<file path="src/rtl/rsv_pkg.sv">
package rsv_pkg;
  localparam int NSRC     = 4;
  localparam int SRC_EXT  = 0;
  localparam int SRC_LOWV = 1;
  localparam int SRC_USB  = 2;
  localparam int SRC_WDT  = 3;

  localparam logic SEL_CTRL  = 1'b0;
  localparam logic SEL_CAUSE = 1'b1;

  localparam logic [NSRC-1:0] WDT_MASK = NSRC'(1) << SRC_WDT;

  // width of a counter that must reach the value n
  function automatic int cnt_width(input int n);
    return (n < 1) ? 1 : $clog2(n + 1);
  endfunction

  // write-one-to-clear update
  function automatic logic [NSRC-1:0] w1c(input logic [NSRC-1:0] cur,
                                          input logic [NSRC-1:0] wd);
    return cur & ~wd;
  endfunction

  // true when at least one source other than the watchdog is present
  function automatic logic has_hard_src(input logic [NSRC-1:0] s);
    return |(s & ~WDT_MASK);
  endfunction
endpackage

</file>
<file path="src/rtl/rsv_sync2.sv">
module rsv_sync2 #(
  parameter int         W    = 1,
  parameter logic [W-1:0] IDLE = '0
) (
  input  logic         clk,
  input  logic         rst_n,
  input  logic [W-1:0] d,
  output logic [W-1:0] q
);
  logic [W-1:0] meta_q;
  logic [W-1:0] sync_q;

  always_ff @(posedge clk or negedge rst_n) begin
    if (!rst_n) begin
      meta_q <= IDLE;
      sync_q <= IDLE;
    end else begin
      meta_q <= d;
      sync_q <= meta_q;
    end
  end

  assign q = sync_q;
endmodule

</file>
<file path="src/rtl/rsv_filter.sv">
module rsv_filter #(
  parameter int RUN = 4
) (
  input  logic clk,
  input  logic rst_n,
  input  logic in_act,
  output logic act
);
  import rsv_pkg::*;
  localparam int CW = cnt_width(RUN);
  localparam logic [CW-1:0] FULL = CW'(RUN);

  logic [CW-1:0] run_q;

  always_ff @(posedge clk or negedge rst_n) begin
    if (!rst_n)           run_q <= '0;
    else if (!in_act)     run_q <= '0;
    else if (run_q != FULL) run_q <= run_q + CW'(1);
  end

  assign act = (run_q == FULL);

  AST_FILT_NEEDS_INPUT: assert property (@(posedge clk) disable iff (!rst_n)
    $rose(act) |-> $past(in_act));
  AST_FILT_DROPS: assert property (@(posedge clk) disable iff (!rst_n)
    !in_act |=> !act);
endmodule

</file>
<file path="src/rtl/rsv_stretch.sv">
module rsv_stretch #(
  parameter int STRETCH = 16
) (
  input  logic clk,
  input  logic rst_n,
  input  logic req,
  output logic rst_out,
  output logic busy
);
  import rsv_pkg::*;
  localparam int CW = cnt_width(STRETCH);
  localparam logic [CW-1:0] LOAD = CW'(STRETCH);

  logic [CW-1:0] cnt_q;
  logic          rst_q;

  always_ff @(posedge clk or negedge rst_n) begin
    if (!rst_n) begin
      cnt_q <= LOAD;
      rst_q <= 1'b1;
    end else begin
      if (req)              cnt_q <= LOAD;
      else if (cnt_q != '0) cnt_q <= cnt_q - CW'(1);
      rst_q <= req | (cnt_q != '0);
    end
  end

  assign busy    = (cnt_q != '0);
  assign rst_out = rst_q;

  AST_REQ_ASSERTS: assert property (@(posedge clk) disable iff (!rst_n)
    req |=> rst_out);
  AST_CNT_STEP: assert property (@(posedge clk) disable iff (!rst_n)
    (busy && !req) |=> (cnt_q == $past(cnt_q) - CW'(1)));
  AST_RELEASE_QUIET: assert property (@(posedge clk) disable iff (!rst_n)
    $fell(rst_out) |-> (!$past(req) && !$past(busy)));
endmodule

</file>
<file path="src/rtl/rsv_regs.sv">
module rsv_regs (
  input  logic                      clk,
  input  logic                      rst_n,
  input  logic                      in_reset,
  input  logic [rsv_pkg::NSRC-1:0]  src,
  input  logic                      wr,
  input  logic                      sel,
  input  logic [rsv_pkg::NSRC-1:0]  wdata,
  output logic                      lvr_en,
  output logic [rsv_pkg::NSRC-1:0]  cause
);
  import rsv_pkg::*;

  logic hard_src;
  logic episode_start;
  logic sw_ctrl_wr;
  logic sw_cause_wr;

  assign hard_src      = has_hard_src(src);
  assign episode_start = (|src) && !in_reset;
  assign sw_ctrl_wr    = wr && !in_reset && (sel == SEL_CTRL);
  assign sw_cause_wr   = wr && !in_reset && (sel == SEL_CAUSE);

  always_ff @(posedge clk or negedge rst_n) begin
    if (!rst_n)          lvr_en <= 1'b1;
    else if (hard_src)   lvr_en <= 1'b1;
    else if (sw_ctrl_wr) lvr_en <= wdata[0];
  end

  always_ff @(posedge clk or negedge rst_n) begin
    if (!rst_n)             cause <= '0;
    else if (episode_start) cause <= src;
    else if (in_reset)      cause <= cause | src;
    else if (sw_cause_wr)   cause <= w1c(cause, wdata);
  end

  AST_LVR_SET_BY_HARD: assert property (@(posedge clk) disable iff (!rst_n)
    hard_src |=> lvr_en);
  AST_WDT_KEEPS_LVREN: assert property (@(posedge clk) disable iff (!rst_n)
    (in_reset && !hard_src) |=> $stable(lvr_en));
  AST_CAUSE_CAPTURE: assert property (@(posedge clk) disable iff (!rst_n)
    (|src) |=> ((cause & $past(src)) == $past(src)));
  AST_CAUSE_NO_GROW: assert property (@(posedge clk) disable iff (!rst_n)
    (!in_reset && !(|src)) |=> ((cause & ~$past(cause)) == '0));
endmodule

</file>
<file path="src/rtl/reset_supervisor.sv">
module reset_supervisor #(
  parameter int STRETCH_CYC = 400000,
  parameter int EXT_FILT    = 40000,
  parameter int LV_FILT     = 40
) (
  input  logic       clk,
  input  logic       pwr_on_n,
  input  logic       ext_rst_n,
  input  logic       lowv_det,
  input  logic       usb_bus_rst,
  input  logic       wdt_expire,
  input  logic       reg_wr,
  input  logic       reg_sel,
  input  logic [3:0] reg_wdata,
  output logic       cpu_rst,
  output logic       periph_rst_n,
  output logic       lvr_en,
  output logic [3:0] rst_cause
);
  import rsv_pkg::*;

  localparam int NFILT = 2;
  localparam int FILT_RUN [NFILT] = '{EXT_FILT, LV_FILT};

  // synchronized async inputs: bit0 pin level, bit1 low supply, bit2 usb
  logic [2:0]       async_s;
  logic [NFILT-1:0] filt_in;
  logic [NFILT-1:0] filt_out;
  logic             usb_s;
  logic [NSRC-1:0]  src_vec;
  logic             any_req;
  logic             stretch_busy;
  logic             rst_int;

  rsv_sync2 #(.W(3), .IDLE(3'b001)) u_sync (
    .clk   (clk),
    .rst_n (pwr_on_n),
    .d     ({usb_bus_rst, lowv_det, ext_rst_n}),
    .q     (async_s)
  );

  assign filt_in = {async_s[1], ~async_s[0]};
  assign usb_s   = async_s[2];

  for (genvar g = 0; g < NFILT; g++) begin : g_filt
    rsv_filter #(.RUN(FILT_RUN[g])) u_filt (
      .clk    (clk),
      .rst_n  (pwr_on_n),
      .in_act (filt_in[g]),
      .act    (filt_out[g])
    );
  end

  always_comb begin
    src_vec           = '0;
    src_vec[SRC_EXT]  = filt_out[0];
    src_vec[SRC_LOWV] = filt_out[1] & lvr_en;
    src_vec[SRC_USB]  = usb_s;
    src_vec[SRC_WDT]  = wdt_expire;
  end

  assign any_req = |src_vec;

  rsv_stretch #(.STRETCH(STRETCH_CYC)) u_stretch (
    .clk     (clk),
    .rst_n   (pwr_on_n),
    .req     (any_req),
    .rst_out (rst_int),
    .busy    (stretch_busy)
  );

  rsv_regs u_regs (
    .clk      (clk),
    .rst_n    (pwr_on_n),
    .in_reset (rst_int),
    .src      (src_vec),
    .wr       (reg_wr),
    .sel      (reg_sel),
    .wdata    (reg_wdata),
    .lvr_en   (lvr_en),
    .cause    (rst_cause)
  );

  assign cpu_rst      = rst_int;
  assign periph_rst_n = ~rst_int;

  AST_LV_MASKED: assert property (@(posedge clk) disable iff (!pwr_on_n)
    (!lvr_en && !cpu_rst && !stretch_busy && !filt_out[0] && !usb_s && !wdt_expire)
      |=> !cpu_rst);
  AST_WDT_HITS: assert property (@(posedge clk) disable iff (!pwr_on_n)
    wdt_expire |=> (cpu_rst && rst_cause[SRC_WDT]));
endmodule

</file>
<file path="config.mk">
export PLATFORM = sky130hd
export DESIGN_NAME = reset_supervisor
export DESIGN_NICKNAME = d
export VERILOG_FILES = /design/src/rtl/rsv_pkg.sv /design/src/rtl/rsv_sync2.sv /design/src/rtl/rsv_filter.sv /design/src/rtl/rsv_stretch.sv /design/src/rtl/rsv_regs.sv /design/src/rtl/reset_supervisor.sv
export SDC_FILE = /design/constraint.sdc
export NUM_CORES = 1
export LEC_CHECK = 0
export BUFFER_PORTS_ARGS = -buffer_cell sky130_fd_sc_hd__buf_2
export CAP_MARGIN = 25
export CORE_MARGIN = 2
export CORE_UTILIZATION = 50
export CTS_CLUSTER_SIZE = 14
export DETAILED_ROUTE_END_ITERATION = 7
export PLACE_DENSITY = 0.78
export SLEW_MARGIN = 20
export SYNTH_ARGS = -nofsm -noshare
export SYNTH_HDL_FRONTEND = slang
export SYNTH_SLANG_ARGS = --single-unit
</file>
<file path="constraint.sdc">
create_clock -name clk -period 3 [get_ports clk]
set_clock_uncertainty 0.2 [all_clocks]
set_input_delay 0.45 -clock clk [delete_from_list [all_inputs] [get_ports clk]]
set_output_delay 0.45 -clock clk [all_outputs]
set_load 0.02 [all_outputs]
</file>
==> impl_summary.md, run 1 <==
Run status
The run finished with clean final reports.

Drt
The post-route DRC violation count is 0. The number of vias per cell after detailed routing is 5.65. The final layout contains routed wiring with a total length of 4960 um.

The number of violations reported at the end of detailed-routing iteration 0 is 76. Once detail routing completed, the nets flagged for antenna violations numbered 0. The first TritonRoute pass finished after 4 iterations. The total via count after detailed routing is 2006. After detailed routing, the average wire length per cell comes to 14.0 um.

Yosys
The count of different cell masters after synthesis is 48. The simple-gate share of the synthesized area is 0.265. The portion of synthesized area spent on multiplexers is 0.0192. The post-synthesis cell type with the largest combined area is sky130_fd_sc_hd__dfrtp_1. The number of synthesized flops with an enable pin is 0.

The share of the synthesized area in compound gates (AO/OA/AOI/OAI) came to 0.107. The number of standard cells after synthesis is 265. The share of the synthesized netlist area taken by xor and xnor gates is 0.0524. Dividing the synthesized area by the synthesized cell count gives 10.1 um2. The dominant cell by count in the synthesized netlist is sky130_fd_sc_hd__dfrtp_1. The number of nets in the synthesized netlist is roughly 280. By area, the combinational part of the netlist is dominated by simple AND/OR/NAND/NOR gates. The post-synthesis adder-cell area fraction is 0.0234. Of all flip-flops after synthesis, the portion carrying an async set or reset was 1.00. For this run, the register share of the synthesized area comes to 0.501. The top cell type's share of synthesized area is 0.403. Counting instances in the post-synthesis netlist gives the leading cell types as sky130_fd_sc_hd__dfrtp_1 (43), sky130_fd_sc_hd__a21oi_1 (19), sky130_fd_sc_hd__nor2_1 (18). The cell area that synthesis handed to floorplanning was 2670 um2.

The number of synthesized register bits is 53. During synthesis, Yosys emitted a total of 0 warnings. The most used flip-flop cell after synthesis is sky130_fd_sc_hd__dfrtp_1. Yosys attributes the largest share of cell area to sky130_fd_sc_hd__dfrtp_1 (40%), sky130_fd_sc_hd__dfstp_2 (9.8%), sky130_fd_sc_hd__a21oi_1 (3.6%).

Final layout
After routing the design area is roughly 3000 um2. After the flow finishes, the layout carries non-filler instances totaling 355. The synthesis-to-finish area growth is 10.2%. The area of the multi-input gates is 1250 um2. After the last flow step, the layout net total stands at 301. The fill cell total of the finished layout is 466.

The area occupied by registers is 1340 um2. In the final layout, the share of cells above drive strength 1 is 0.172. The antenna diode count is 0.

Clock tree
Clock-pin slew was measured on the worst setup and hold paths at 100 ps. Buffers inserted during clock tree synthesis total 5. The H-tree was split into 2 levels. The clock passes through at most 2 buffers. After clock tree synthesis, the setup repair step added 0 buffers. Buffers inserted to repair hold after CTS numbered 1. In this run the clock root is driven by a sky130_fd_sc_hd__clkbuf_8. For the worst-skew pair, the clock arrives at the later sink with an insertion delay of around 310 ps. TritonCTS built the clock tree. After clock tree synthesis, the repair step resized 0 gates. Counting every sink on the clock net gives between 50 and 60.

GRT
The first global-routing pass estimated roughly 8900 um of wire. The number of antenna violations at the first check in global routing came to 0. The maximum number of pins on one net before global-route repair is 23.

The via count of the first global-routing pass was 2004. Summed over all layers, the global routing overflow is 0. In the global route stage, overall resource usage came out at 0.186.

Placed design
At the end of routability-driven placement, the weighted congestion stood at 0.849. Buffers placed on the I/O ports in this run total 18. The count of placed standard cells including taps is approximately 350. The post-detailed-placement cell area is 2820 um2.

Detailed placement finished with a half-perimeter wire length of ~3600 um.

Die
The die footprint is around 5900 um2. The I/O pin count is 19. The floorplan row count is 26. In this run the horizontal extent of the chip is 77.1 um. The effective utilization at floorplan is 0.520.

The vertical extent of the die is ~77 um. The total area inside the core boundary comes to 5140 um2.

Setup path
The number of cells on the worst reg-to-reg path is 6. By startpoint and endpoint, the worst setup path is classified as reg -> reg. In this run the register-to-register setup slack is 460 ps. The nature of the critical path startpoint is a flip-flop.

For the worst setup path, the data required time is 2990 ps. In this run the worst path has a maximum fanout of 15. STA puts the critical path data arrival time at 2530 ps. The worst setup path is captured at a flip-flop.

Hold path
The type of the worst min-delay path is in -> reg. Along the worst hold path, the cell count comes to 1.

STA
The final setup TNS is 0 ps. The post-route fraction of the period consumed by the critical path is 0.846. The maximum clock frequency is 394 MHz. The number of pins with negative max-slew slack in the final report came to 0.

The final hold violation count came to 0. The slew at the pin closest to its max-slew limit is 716 ps. The final critical delay including setup and external delays is 2540 ps.

Setup repair after global routing left no endpoint under its margin. The remaining max-slew budget at the tightest pin is 0.518. Setup violations remaining at the end of the flow were counted as 0.

Job
Across the run, the number of max-cap violations was 0.

Power
The total power is around 1400 uW. The power density normalized to cell area is roughly 460 nW/um2. The static leakage is roughly 0.0012 uW. The peak supply drop is approximately 0.00027 V.
final cells by class:
| type | count | area share |
|---|---|---|
| Sequential cell | 53 | 0.455 |
| Multi-Input combinational cell | 194 | 0.424 |
| Timing Repair Buffer | 22 | 0.0416 |
| Tap cell | 70 | 0.0297 |
| Clock buffer | 5 | 0.0234 |
| Clock inverter | 3 | 0.0161 |
| Inverter | 8 | 0.0102 |
cells in the final DEF (no fill, tap or decap), types with 6 or more instances in the layout:
master                    netlist  final
sky130_fd_sc_hd__dfrtp_1       43     43
sky130_fd_sc_hd__a21oi_1       19     19
sky130_fd_sc_hd__nor2_1        18     18
sky130_fd_sc_hd__buf_2          2     18
sky130_fd_sc_hd__nand3_1       15     15
sky130_fd_sc_hd__o21ai_0       14     14
sky130_fd_sc_hd__nand2_1       14     14
sky130_fd_sc_hd__nor3_1        11     11
sky130_fd_sc_hd__or3_1         10     10
sky130_fd_sc_hd__dfstp_2       10     10
sky130_fd_sc_hd__inv_1          8      8
sky130_fd_sc_hd__xor2_1         8      8
sky130_fd_sc_hd__xnor2_1        8      8
sky130_fd_sc_hd__or4_1          7      7
sky130_fd_sc_hd__nor3b_1        6      6
sequential cells by signal, summed over array words and instances (netlist names):
name,count
u_regs.cause,4
u_regs.lvr_en,1
u_stretch.rst_out,1
u_sync.meta_q,3
u_sync.q,3
g_filt.u_filt.run_q,22
u_stretch.cnt_q,19
final timing paths:
kind,startpoint,to
setup / recovery,g_filt[1].u_filt.run_q[0]$_DFFE_PN0P_,u_regs.cause[0]$_DFFE_PN0P_
hold / removal,ext_rst_n,u_sync.meta_q[0]$_DFF_PN1_
setup reg to reg,g_filt[1].u_filt.run_q[0]$_DFFE_PN0P_,u_regs.cause[0]$_DFFE_PN0P_
hold reg to reg,u_sync.meta_q[0]$_DFF_PN1_,u_sync.q[0]$_DFF_PN1_
max in group asynchronous,pwr_on_n,u_sync.q[0]$_DFF_PN1_
min in group asynchronous,pwr_on_n,g_filt[0].u_filt.run_q[4]$_DFFE_PN0P_
kinds of logic (layout without fill, tap and decap cells):
kind of cell             after synthesis  after routing
AO/OA/AOI/OAI                         48             48
AND/OR/NAND/NOR                      120            120
adder cells (fa/ha/maj)                5              5
buffers and inverters                 18             38
XOR/XNOR                              16             16
multiplexers                           5              5
flip-flops                            53             53
power breakdown:
group / switching, uW / leakage [uW] / internal [uW]
Sequential: 22.2 / 0.000667 / 735
Clock: 245 / 0.0000591 / 255
Combinational: 60.4 / 0.000467 / 49.0
Total: 328 / 0.00119 / 1040
through the flow:
stage,hold slack [ps],setup slack (ps),utilization
after floorplan,-45.6,584,-
after global placement,132,529,0.548
after detailed placement,141,482,0.548
after CTS,7.58,456,0.573
after global routing,0.597,332,0.573
final,23.1,463,0.573
critical path: stages, from the launching register on:
cell	delay [ps]
sky130_fd_sc_hd__dfrtp_1	410
sky130_fd_sc_hd__inv_1	100
sky130_fd_sc_hd__ha_1	150
sky130_fd_sc_hd__nor4bb_1	570
sky130_fd_sc_hd__a311o_1	450
sky130_fd_sc_hd__or2_2	370
sky130_fd_sc_hd__o21ai_0	160
routing by layer:
| layer | up-vias | global-route usage | wire (um) |
|---|---|---|---|
| met5 | - | 0 | 0 |
| met4 | 0 | 0.0696 | 60 |
| met3 | 5 | 0.0471 | 138 |
| met2 | 28 | 0.318 | 2420 |
| met1 | 969 | 0.227 | 2340 |
| li1 | 1004 | - | - |
No activity file was read; power rests on OpenSTA's default activity.
==> run 2: changes to the inputs <==
==> constraint.sdc (replaced) <==
create_clock -name clk -period 2.4 [get_ports clk]
set_clock_uncertainty 0.2 [all_clocks]
set_input_delay 0.36 -clock clk [delete_from_list [all_inputs] [get_ports clk]]
set_output_delay 0.36 -clock clk [all_outputs]
set_load 0.02 [all_outputs]
==> impl_summary.md, run 2 (synthesis results as in run 1) <==
Run status
The flow ran to the end, and the final reports show no timing, DRC or antenna violations.

Clock tree
The clock network latency to the later pin of the worst-skew pair came to 320 ps (about the same). The clock sink count is 53 (unchanged). TritonCTS built the clock tree. The clock buffer count from CTS came to 5 (unchanged).

The post-CTS clock slew at the launch and capture registers of the worst setup and hold paths is 110 ps (about the same). The maximum buffer depth of the clock tree is 2 (unchanged). The tree is rooted in a sky130_fd_sc_hd__clkbuf_8. The number of H-tree levels is 2 (unchanged).

Die
The vertical extent of the die is 77.1 um (unchanged). The core region area came to 5140 um2 (unchanged). The die footprint is 5950 um2 (unchanged). The effective utilization at floorplan is 0.520 (unchanged). The width of the die is 77.1 um (unchanged). The floorplan row count is 26 (unchanged). The I/O pin count came to 19 (unchanged).

Setup path
The critical path is of the reg -> reg type. The internal reg-to-reg setup slack was 30 ps (-430 ps). The depth of the worst register-to-register path was 4 (-2). The worst setup path is captured at a flip-flop.

The critical path goes through or4_4 -> or4b_4 -> or4b_1 -> a21oi_1. The cell type group with the largest total delay on the critical path is simple AND/OR/NAND/NOR gates. STA classifies the critical path startpoint as a flip-flop. The launch point of the worst reg-to-reg path is u_stretch.cnt_q[8]$_DFFE_PN0P_.

The required time of the critical path is 2450 ps (-540 ps). The slowest stage of the critical path is the sky130_fd_sc_hd__or4b_4 cell. The arrival time at the worst endpoint is 2420 ps (-110 ps). The instance count on the critical path is 4 (-2). The worst register-to-register path ends at u_stretch.cnt_q[13]$_DFFE_PN0P_.

The timing startpoint of the critical path is u_stretch.cnt_q[8]$_DFFE_PN0P_. The highest cell delay on the worst timing path is 540 ps (-30 ps). The highest net fanout along the worst path was 6 (-9). The buffers plus inverters on the worst setup path is 0 (-1).

STA
The post-route fraction of the period consumed by the critical path is 0.986 (+0.141). The maximum clock frequency is 422 MHz (+7.2%). The final number of setup-violating endpoints is 0 (unchanged). The remaining max-slew budget at the tightest pin is 0.696 (+0.178).

The final hold violation count is 0 (unchanged). The slew at the pin closest to its max-slew limit is 449 ps (-267 ps). The post-route worst hold slack is 58.1 ps (+34.9 ps). The number of pins with negative max-slew slack in the final report came to 0 (unchanged).

The final critical delay including setup and external delays is 2370 ps (-170 ps).

GRT
The overall overflow remaining after global route is 0 (unchanged). The maximum number of pins on one net before global-route repair is 26 (+13%). The via count of the first global-routing pass is 2074 (+3.5%). The wire length of the first global-routing pass is 9400 um (+6.2%). The total track usage is 0.196 (+0.00960).

The number of antenna violations at the first check in global routing is 0 (unchanged).

Final layout
The flip-flop count of the largest register, all copies and words added came to 22 (unchanged). The utilization of the core after routing was 0.614 (+0.0411). Leaving out fill and tap cells, the most frequent cells in the layout are sky130_fd_sc_hd__dfrtp_1 (43), sky130_fd_sc_hd__buf_4 (26), sky130_fd_sc_hd__nor2_1 (18), sky130_fd_sc_hd__a21oi_1 (18), sky130_fd_sc_hd__buf_2 (18).

The fraction of final layout cells sized beyond drive strength 1 was 0.251 (+0.0789). The register ranked first by flip-flop count is g_filt.u_filt.run_q. Leaving out fill and tap cells, the most frequent cell in the layout is sky130_fd_sc_hd__dfrtp_1. The final layout net count is 327 (+8.6%).

The antenna diode count was 0 (unchanged). Relative to the synthesized area, the layout overhead comes to 18.1%. The largest registers in the layout are g_filt.u_filt.run_q x22, u_stretch.cnt_q x19, u_regs.cause x4.

Power
The static leakage came to 0.00131 uW (+9.7%). The peak supply drop is 0.000288 V (+6.7%). The power density normalized to cell area is 522 nW/um2 (+13%).

Hold path
The type of the worst min-delay path is in -> reg. The worst hold path begins at wdt_expire. The cell depth of the worst min-delay path is 2 (+1).

The end of the worst hold path is u_regs.cause[3]$_DFFE_PN0P_.

Drt
The number of routed nets with antenna violations came to 0 (unchanged). The number of violations reported at the end of detailed-routing iteration 0 was 138 (+82%). The number of optimization iterations in the first detailed-route pass is 4 (unchanged). The total via count after detailed routing is 2152 (+7.3%). The final wirelength is 5480 um (+10%).

The post-route DRC violation count came to 0 (unchanged). The per-cell routed wire length is 14.4 um (+2.9%). The number of vias per cell after detailed routing came to 5.65 (about the same).

Placed design
The quantity of I/O buffers inserted on ports is 18 (unchanged). The HPWL reported at the end of detailed placement was 3780 um (+6.0%). The final estimated routing congestion in global placement is 0.901 (+6.1%).

Job
The count of maximum capacitance violations came to 0 (unchanged).
## run 2: cell types whose count changed in the layout (fill, tap and decap cells not counted), sizes merged
cell,previous run,this run
clkinvlp,0,1
clkinv,0,1
dlygate4sd3,1,4
bufinv,1,0
inv,10,9
buf,21,44
## run 2: metrics by stage
step	cell area, um2	power [uW]	TNS (ps)	worst slack [ps]	cells
after global routing	3160	1720	-16.0	-11.4	381
after CTS	3120	1650	0	14.7	379
after floorplan	2680	1050	0	3.53	265
after detailed placement	2980	1120	-15.2	-13.8	367
final	3160	1650	0	32.7	381
after global placement	2980	1110	0	38.7	367
## run 2: routing by layer
layer,part of all wire,vias to the layer above,GRT usage,wire (um)
met5,0,-,0,0
met4,0.023,0,0.0875,125
met3,0.028,11,0.0259,155
met2,0.47,40,0.318,2600
met1,0.47,1041,0.263,2600
li1,-,1060,-,-
## run 2: what timing repair did
action                     CTS  global route
buffers inserted             0             2
setup endpoints to repair    3             4
gates resized for setup      2             5
pin swaps                    0             2
hold endpoints to repair    12             0
hold buffers                 4             0
## run 2: worst max-delay path by stage
| stage | end | slack (ps) |
|---|---|---|
| 4_1_cts | u_stretch.cnt_q[8]$_DFFE_PN0P_ | 10 |
| 3_3_place_gp | u_stretch.cnt_q[13]$_DFFE_PN0P_ | 40 |
| 6_report | u_stretch.cnt_q[13]$_DFFE_PN0P_ | 30 |
| 3_5_place_dp | u_stretch.cnt_q[13]$_DFFE_PN0P_ | -10 |
| 2_1_floorplan | u_stretch.cnt_q[15]$_DFFE_PN0P_ | 4 |
| 5_1_grt | u_stretch.cnt_q[15]$_DFFE_PN0P_ | -10 |
## run 2: layout make-up
type	instances	area, um2
fillers	445	1980
well taps	70	87.6
flip-flops and latches	53	1340
multi-input cells	194	1280
clock buffers	5	68.8
inverters	8	30.0
repair buffers	48	325
clock inverters	3	25.0
## run 2: where the power goes
part / switching [uW] / total [uW] / internal, uW / leakage [uW]
registers: 24.3 / 943 / 919 / 0.000667
logic: 88.6 / 174 / 85.7 / 0.000597
clock network: 319 / 531 / 211 / 0.0000447
total: 432 / 1650 / 1220 / 0.00131
